==> src/rtl/segx_pkg.sv <==
package segx_pkg;

  localparam int DESC_W  = 64;
  localparam int LIN_W   = 32;
  localparam int LIM_W   = 20;
  localparam int GRAN_SH = LIN_W - LIM_W;
  localparam int SMALL_W = 16;

  localparam int B_ACC   = 40;
  localparam int B_EXPDN = 42;
  localparam int B_EXEC  = 43;
  localparam int B_SYS   = 44;
  localparam int B_PRES  = 47;
  localparam int B_BIG   = 54;
  localparam int B_GRAN  = 55;

  typedef enum logic [1:0] {
    FC_NONE   = 2'b00,
    FC_ABSENT = 2'b01,
    FC_LIMIT  = 2'b10
  } fcause_e;

  typedef enum logic [1:0] {
    K_READ  = 2'b00,
    K_WRITE = 2'b01,
    K_FETCH = 2'b10
  } kind_e;

  typedef struct packed {
    logic [LIN_W-1:0] base;
    logic [LIM_W-1:0] lim;
    logic             gran;
    logic             big;
    logic             present;
    logic             accessed;
    logic             expdn;
  } seg_attr_t;

  function automatic seg_attr_t unpack_desc(input logic [DESC_W-1:0] d);
    seg_attr_t a;
    a.base     = {d[63:56], d[39:16]};
    a.lim      = {d[51:48], d[15:0]};
    a.gran     = d[B_GRAN];
    a.big      = d[B_BIG];
    a.present  = d[B_PRES];
    a.accessed = d[B_ACC];
    a.expdn    = d[B_SYS] & ~d[B_EXEC] & d[B_EXPDN];
    return a;
  endfunction

  function automatic logic [LIN_W-1:0] scale_limit(input logic [LIM_W-1:0] lim,
                                                   input logic gran);
    if (gran) return {lim, {GRAN_SH{1'b1}}};
    return LIN_W'(lim);
  endfunction

  function automatic logic [LIN_W-1:0] upper_bound(input logic big);
    if (big) return {LIN_W{1'b1}};
    return LIN_W'({SMALL_W{1'b1}});
  endfunction

  function automatic logic offset_ok(input logic [LIN_W-1:0] off,
                                     input logic [LIN_W-1:0] eff,
                                     input logic [LIN_W-1:0] top,
                                     input logic expdn);
    if (expdn) return (off > eff) && (off <= top);
    return off <= eff;
  endfunction

endpackage

==> src/rtl/seg_limit_check.sv <==
module seg_limit_check
  import segx_pkg::*;
(
  input  logic             clk,
  input  logic             rst_n,
  input  logic [LIM_W-1:0] lim,
  input  logic             gran,
  input  logic             big,
  input  logic             expdn,
  input  logic [LIN_W-1:0] offset,
  output logic [LIN_W-1:0] eff_lim,
  output logic             in_range
);

  logic [LIN_W-1:0] top_bound;

  always_comb begin
    eff_lim   = scale_limit(lim, gran);
    top_bound = upper_bound(big);
    in_range  = offset_ok(offset, eff_lim, top_bound, expdn);
  end

  // an expand-up offset judged in range never lies past the limit
  p_up_below_r2: assert property (@(posedge clk) disable iff (!rst_n)
    (!expdn && in_range) |-> (offset <= eff_lim));

  // an expand-down offset judged in range lies above the limit and within the bound
  p_expdn_above_r4: assert property (@(posedge clk) disable iff (!rst_n)
    (expdn && in_range) |-> ((offset > eff_lim) && (big || offset[LIN_W-1:SMALL_W] == '0)));

endmodule

==> src/rtl/seg_addr_gen.sv <==
module seg_addr_gen
  import segx_pkg::*;
(
  input  logic [LIN_W-1:0] base,
  input  logic [LIN_W-1:0] offset,
  input  logic             ok,
  output logic [LIN_W-1:0] lin
);

  logic [LIN_W-1:0] sum;

  always_comb begin
    sum = base + offset;
    lin = ok ? sum : '0;
  end

endmodule

==> src/rtl/seg_xlate.sv <==
module seg_xlate
  import segx_pkg::*;
(
  input  logic              clk,
  input  logic              rst_n,
  input  logic              req,
  input  logic [DESC_W-1:0] desc,
  input  logic [LIN_W-1:0]  offset,
  input  logic [1:0]        kind,
  output logic              rsp_valid,
  output logic [LIN_W-1:0]  lin_addr,
  output logic              fault,
  output logic [1:0]        fault_cause,
  output logic              upd_req,
  output logic [DESC_W-1:0] upd_desc
);

  seg_attr_t        attr;
  logic [LIN_W-1:0] eff_lim;
  logic             lim_ok;
  logic [LIN_W-1:0] lin_nxt;
  fcause_e          cause_nxt;
  logic             access_ok;
  logic             need_upd;

  assign attr = unpack_desc(desc);

  seg_limit_check u_lim (
    .clk      (clk),
    .rst_n    (rst_n),
    .lim      (attr.lim),
    .gran     (attr.gran),
    .big      (attr.big),
    .expdn    (attr.expdn),
    .offset   (offset),
    .eff_lim  (eff_lim),
    .in_range (lim_ok)
  );

  always_comb begin
    if (!attr.present)  cause_nxt = FC_ABSENT;
    else if (!lim_ok)   cause_nxt = FC_LIMIT;
    else                cause_nxt = FC_NONE;
    access_ok = (cause_nxt == FC_NONE);
    need_upd  = access_ok && !attr.accessed;
  end

  seg_addr_gen u_add (
    .base   (attr.base),
    .offset (offset),
    .ok     (access_ok),
    .lin    (lin_nxt)
  );

  always_ff @(posedge clk or negedge rst_n) begin
    if (!rst_n) begin
      rsp_valid   <= 1'b0;
      lin_addr    <= '0;
      fault       <= 1'b0;
      fault_cause <= FC_NONE;
      upd_req     <= 1'b0;
      upd_desc    <= '0;
    end else begin
      rsp_valid <= req;
      upd_req   <= req && need_upd;
      if (req) begin
        lin_addr    <= lin_nxt;
        fault       <= !access_ok;
        fault_cause <= cause_nxt;
        upd_desc    <= desc | (DESC_W'(1) << B_ACC);
      end
    end
  end

  // every request yields a result pulse in the next cycle
  p_valid_follows_req_r6: assert property (@(posedge clk) disable iff (!rst_n)
    req |=> rsp_valid);

  // no result pulse without a request in the previous cycle
  p_valid_needs_req_r6: assert property (@(posedge clk) disable iff (!rst_n)
    !req |=> !rsp_valid);

  // an absent segment always reports the not-present cause
  p_absent_fault_r5: assert property (@(posedge clk) disable iff (!rst_n)
    (req && !desc[B_PRES]) |=> (fault && fault_cause == FC_ABSENT));

  // the fault flag agrees with the cause, and a faulted address reads zero
  p_cause_flag_r7: assert property (@(posedge clk) disable iff (!rst_n)
    rsp_valid |-> (fault == (fault_cause != FC_NONE)));
  p_fault_zero_r7: assert property (@(posedge clk) disable iff (!rst_n)
    (rsp_valid && fault) |-> (lin_addr == '0));

  // an update comes only with a clean result and carries the accessed bit
  p_upd_clean_r8: assert property (@(posedge clk) disable iff (!rst_n)
    upd_req |-> (rsp_valid && !fault && upd_desc[B_ACC]));
  p_upd_skip_r8: assert property (@(posedge clk) disable iff (!rst_n)
    (req && desc[B_ACC]) |=> !upd_req);

  // the reserved access kind is never presented
  p_kind_legal_r9: assert property (@(posedge clk) disable iff (!rst_n)
    req |-> (kind != 2'b11));

endmodule

==> config.mk <==
export PLATFORM = sky130hd
export DESIGN_NAME = seg_xlate
export DESIGN_NICKNAME = d
export VERILOG_FILES = /design/src/rtl/segx_pkg.sv /design/src/rtl/seg_limit_check.sv /design/src/rtl/seg_addr_gen.sv /design/src/rtl/seg_xlate.sv
export SDC_FILE = /design/constraint.sdc
export NUM_CORES = 1
export LEC_CHECK = 0
export ABC_AREA = 0
export BUFFER_PORTS_ARGS = -buffer_cell sky130_fd_sc_hd__buf_2
export CAP_MARGIN = 5
export CORE_UTILIZATION = 48
export CTS_CLUSTER_SIZE = 28
export DETAILED_ROUTE_END_ITERATION = 8
export GPL_TIMING_DRIVEN = 0
export PLACE_DENSITY_LB_ADDON = 0.3
export SYNTH_ARGS = -nofsm -noshare
export SYNTH_HDL_FRONTEND = slang
export SYNTH_SLANG_ARGS = --single-unit
export TNS_END_PERCENT = 20
==> constraint.sdc <==
create_clock -name clk -period 0.9 [get_ports clk]
set_clock_uncertainty 0.15 [all_clocks]
set_input_delay 0.09 -clock clk [delete_from_list [all_inputs] [get_ports clk]]
set_output_delay 0.09 -clock clk [all_outputs]
set_load 0.005 [all_outputs]
==> metrics.csv <==
stage;metric;value;unit
routing;wl_met3;855;um
clocking;clock-sinks;101;
routing;wl_met2;9470;um
routing;avgViaCountPerCell;5.63;
global_routing;grt_usage;0.269;
die;initial_core_util;0.499;
clocking;htreeDepth;3;
timing;worst_pin_slew;917;ps
critical_path;reg2reg_from;lin_addr[26];
power;combPwrFrac;0.300;
synth;syn_area_per_cell;10.2;um^2
power;seqPwrFrac;0.391;
critical_path;cp-start-kind;primary input;
min_path;min_path_type;primary input to asynchronous set/reset pin;
synth;yosysTopAreaCellShare;0.378;
synth;yosysUniqueCellTypes;60;
timing;slew_violations;0;
synth;synth_xor_area_frac;0.0354;
timing;finalSetupViolations;157;
flow_run;max_cap_viol_count;0;
routing;top_layer;met4;
power;clockPowerShare;0.309;
die;coreArea;13400;um^2
timing;fin_crit_sh;2.95;
timing;fmax;0.377;GHz
clocking;cts_hold_buf;6;
global_routing;grt_max_degree;55;
placed_design;port_buffers;198;
power;p_sw_frac;0.303;
routing;first_pass_iters;5;
clocking;cts_tree;done;
timing;fin_hold_ws;-399;ps
global_routing;antenna_found_initial;2;
synth;synthesis.instances;657;
clocking;cts_buffers;9;
cells_and_area;final_core_util;0.665;
synth;synthTopCellsByArea;dfrtp_1 (38%), ha_1 (15%), mux2_2 (10%), a21oi_1 (3.5%), nand2_1 (2.8%);
routing;post_drt_wl_per_cell;18.2;um
synth;synth_top_family_by_area;compound AO/OA/AOI/OAI gates;
die;die_x;120;um
cells_and_area;fin_nets;1068;
synth;synth_edf_count;0;
timing;min_period;2650;ps
clocking;clock_path_buffers;2;
power;power.net_switching;0.00404;W
die;dieArea;14400;um^2
timing;max-slew-margin-rel;0.389;
placed_design;place_ws;-2250;ps
synth;synth-compound-area-share;0.166;
synth;ys_seq_elements;101;
synth;yosysMostFrequentCell;dfrtp_1;
power;ir_drop;1.13;mV
global_routing;grt_pass1_vias;5764;
die;num_rows;42;
run_status;outcome;finished with violations;
synth;synth_top_area_cell;dfrtp_1;
power;internal_power;0.00930;W
synth;syn-num-nets;838;
power;leakagePower;4.33;nW
synth;synth_fa_ha_area_frac;0.151;
run_status;violations;negative hold slack, negative setup slack;
die;die_y;120;um
synth;synthArstFlopShare;1.00;
placed_design;dpl.hpwl;15100;um
timing;hold_viol;106;
routing;drtIter0Drc;343;
critical_path;cp-startpoint;desc[55];
critical_path;cp_max_fo;10;
timing;rsz0062_at_grt;true;
routing;drt_wl_total;19400;um
critical_path;cp.arrival;2770;ps
die;ios;202;
synth;synth-main-ff-cell;dfrtp_1;
routing;vias;6011;
synth;yosys-top-cells-count;dfrtp_1 (101), ha_1 (79), mux2_2 (62);
critical_path;required;1010;ps
synth;syn_area;6680;um^2
synth;yosys_warnings;0;
clocking;clock_latency;350;ps
routing;drt_drc_violations_left;0;
global_routing;grt-ovfl-total;0;
routing;met1Wirelength;8560;um
synth;synthMuxAreaShare;0.118;
synth;yosysSeqAreaShare;0.378;
clocking;cts_root_buffer;clkbuf_16;
critical_path;critPathKind;primary input to flop;
placed_design;gp_congestion;0.874;
synth;yosys.area_share.simple;0.118;
global_routing;grt_pass1_wl;29700;um
cells_and_area;drive_gt1_frac;0.398;
routing;ant_nets;0;
cells_and_area;area_growth;33.3;%
power;p_per_area;1500;nW/um^2
critical_path;end_kind;flop;
power;power;0.0133;W
critical_path;rr_worst_depth;3;
timing;postLayoutSetupSlackWorst;-1750;ps
clocking;clk_pin_slew;70;ps
-- critical path: stages --
cell,delay (ps)
clkbuf_16,140
buf_8,120
buf_4,110
nand2_1,80
ha_4,280
nand4_1,140
and4bb_1,360
nand2_1,70
a22o_1,300
or4_4,600
and2_4,210
buf_12,160
o22ai_2,90
-- worst paths after layout --
path / endpoint / slack (ps)
max in group asynchronous: upd_desc[51] / 310
setup reg to reg: lin_addr[26] / -170
hold / removal: upd_req / -400
min in group clk: upd_desc[41] / -170
hold reg to reg: upd_desc[40] / 340
setup / recovery: lin_addr[7] / -1750
-- per-stage QoR --
stage | instance area, um^2 | hold WS [ps] | TNS [ps] | std cells
6_report | 8910 | -399 | -78070 | 1068
5_1_grt | 8910 | -331 | -84580 | 1068
4_1_cts | 8600 | -367 | -76320 | 1056
3_5_place_dp | 7990 | 4.25 | -137590 | 1032
3_3_place_gp | 7960 | 61.1 | -279680 | 1031
2_1_floorplan | 6750 | -356 | -85660 | 657
-- power by group through the flow --
stage	Combinational, W	Clock (W)	Sequential [W]
final	0.00400	0.00412	0.00522
after global routing	0.00438	0.00436	0.00527
after CTS	0.00378	0.00419	0.00521
after detailed placement	0.00356	0	0.00529
after global placement	0.00348	0	0.00528
after floorplan	0.00208	0	0.00534
-- layer usage --
layer | vias to the layer above | global-route usage
li1 | 2897 | -
met1 | 2901 | 0.352
met2 | 184 | 0.442
met3 | 29 | 0.0394
met4 | 0 | 0.113
met5 | - | 0
-- cell families after synthesis --
| logic type | count (synthesis) |
|---|---|
| flip-flops | 101 |
| XOR/XNOR | 27 |
| AO/OA/AOI/OAI | 167 |
| adder cells (fa/ha/maj) | 80 |
| AND/OR/NAND/NOR | 155 |
| multiplexers | 71 |
| buffers and inverters | 56 |
-- registers in the layout, indices dropped and copies added, names as in the netlist --
register and count:
upd_req 1, rsp_valid 1, lin_addr 32, fault 1, upd_desc 64, fault_cause 2
-- area by class of cell --
cell class                      count  area, um^2
Antenna cell                        2        5.00
Buffer                             25         233
Clock buffer                       10         229
Clock inverter                      4        75.1
Fill cell                        1093        4490
Inverter                           30         113
Multi-Input combinational cell    500        4240
Sequential cell                   101        2530
Tap cell                          176         220
Timing Repair Buffer              220        1260
-- cells in the final DEF, fill, tap and decap left out, types with 5 or more instances in the layout --
cell type    n
nand3_1     14
clkbuf_16   12
nor2_1      28
clkbuf_1    11
buf_4       16
nor2b_1      5
o21ai_1      5
o211ai_1     5
nand2b_1     6
mux2_2      62
ha_4         5
o21ai_0     22
a22o_1      11
xnor2_1     17
and3_1       7
nand4_1     18
o22ai_2     13
a31oi_1      5
dfrtp_1    101
a21oi_1     46
mux2i_1      8
a21o_1      19
inv_1       30
ha_1        73
nand2_1     44
buf_2      197
xor2_1      10
-- timing repair --
action / 4_1_cts / 5_1_grt
buffers inserted: 4 / 8
setup endpoints to repair: 201 / 199
gates resized for setup: 49 / 47
pin swaps: 16 / 15
gates cloned: 1 / 2
hold endpoints to repair: 115 / 106
Power figures use the tool's default switching activity.
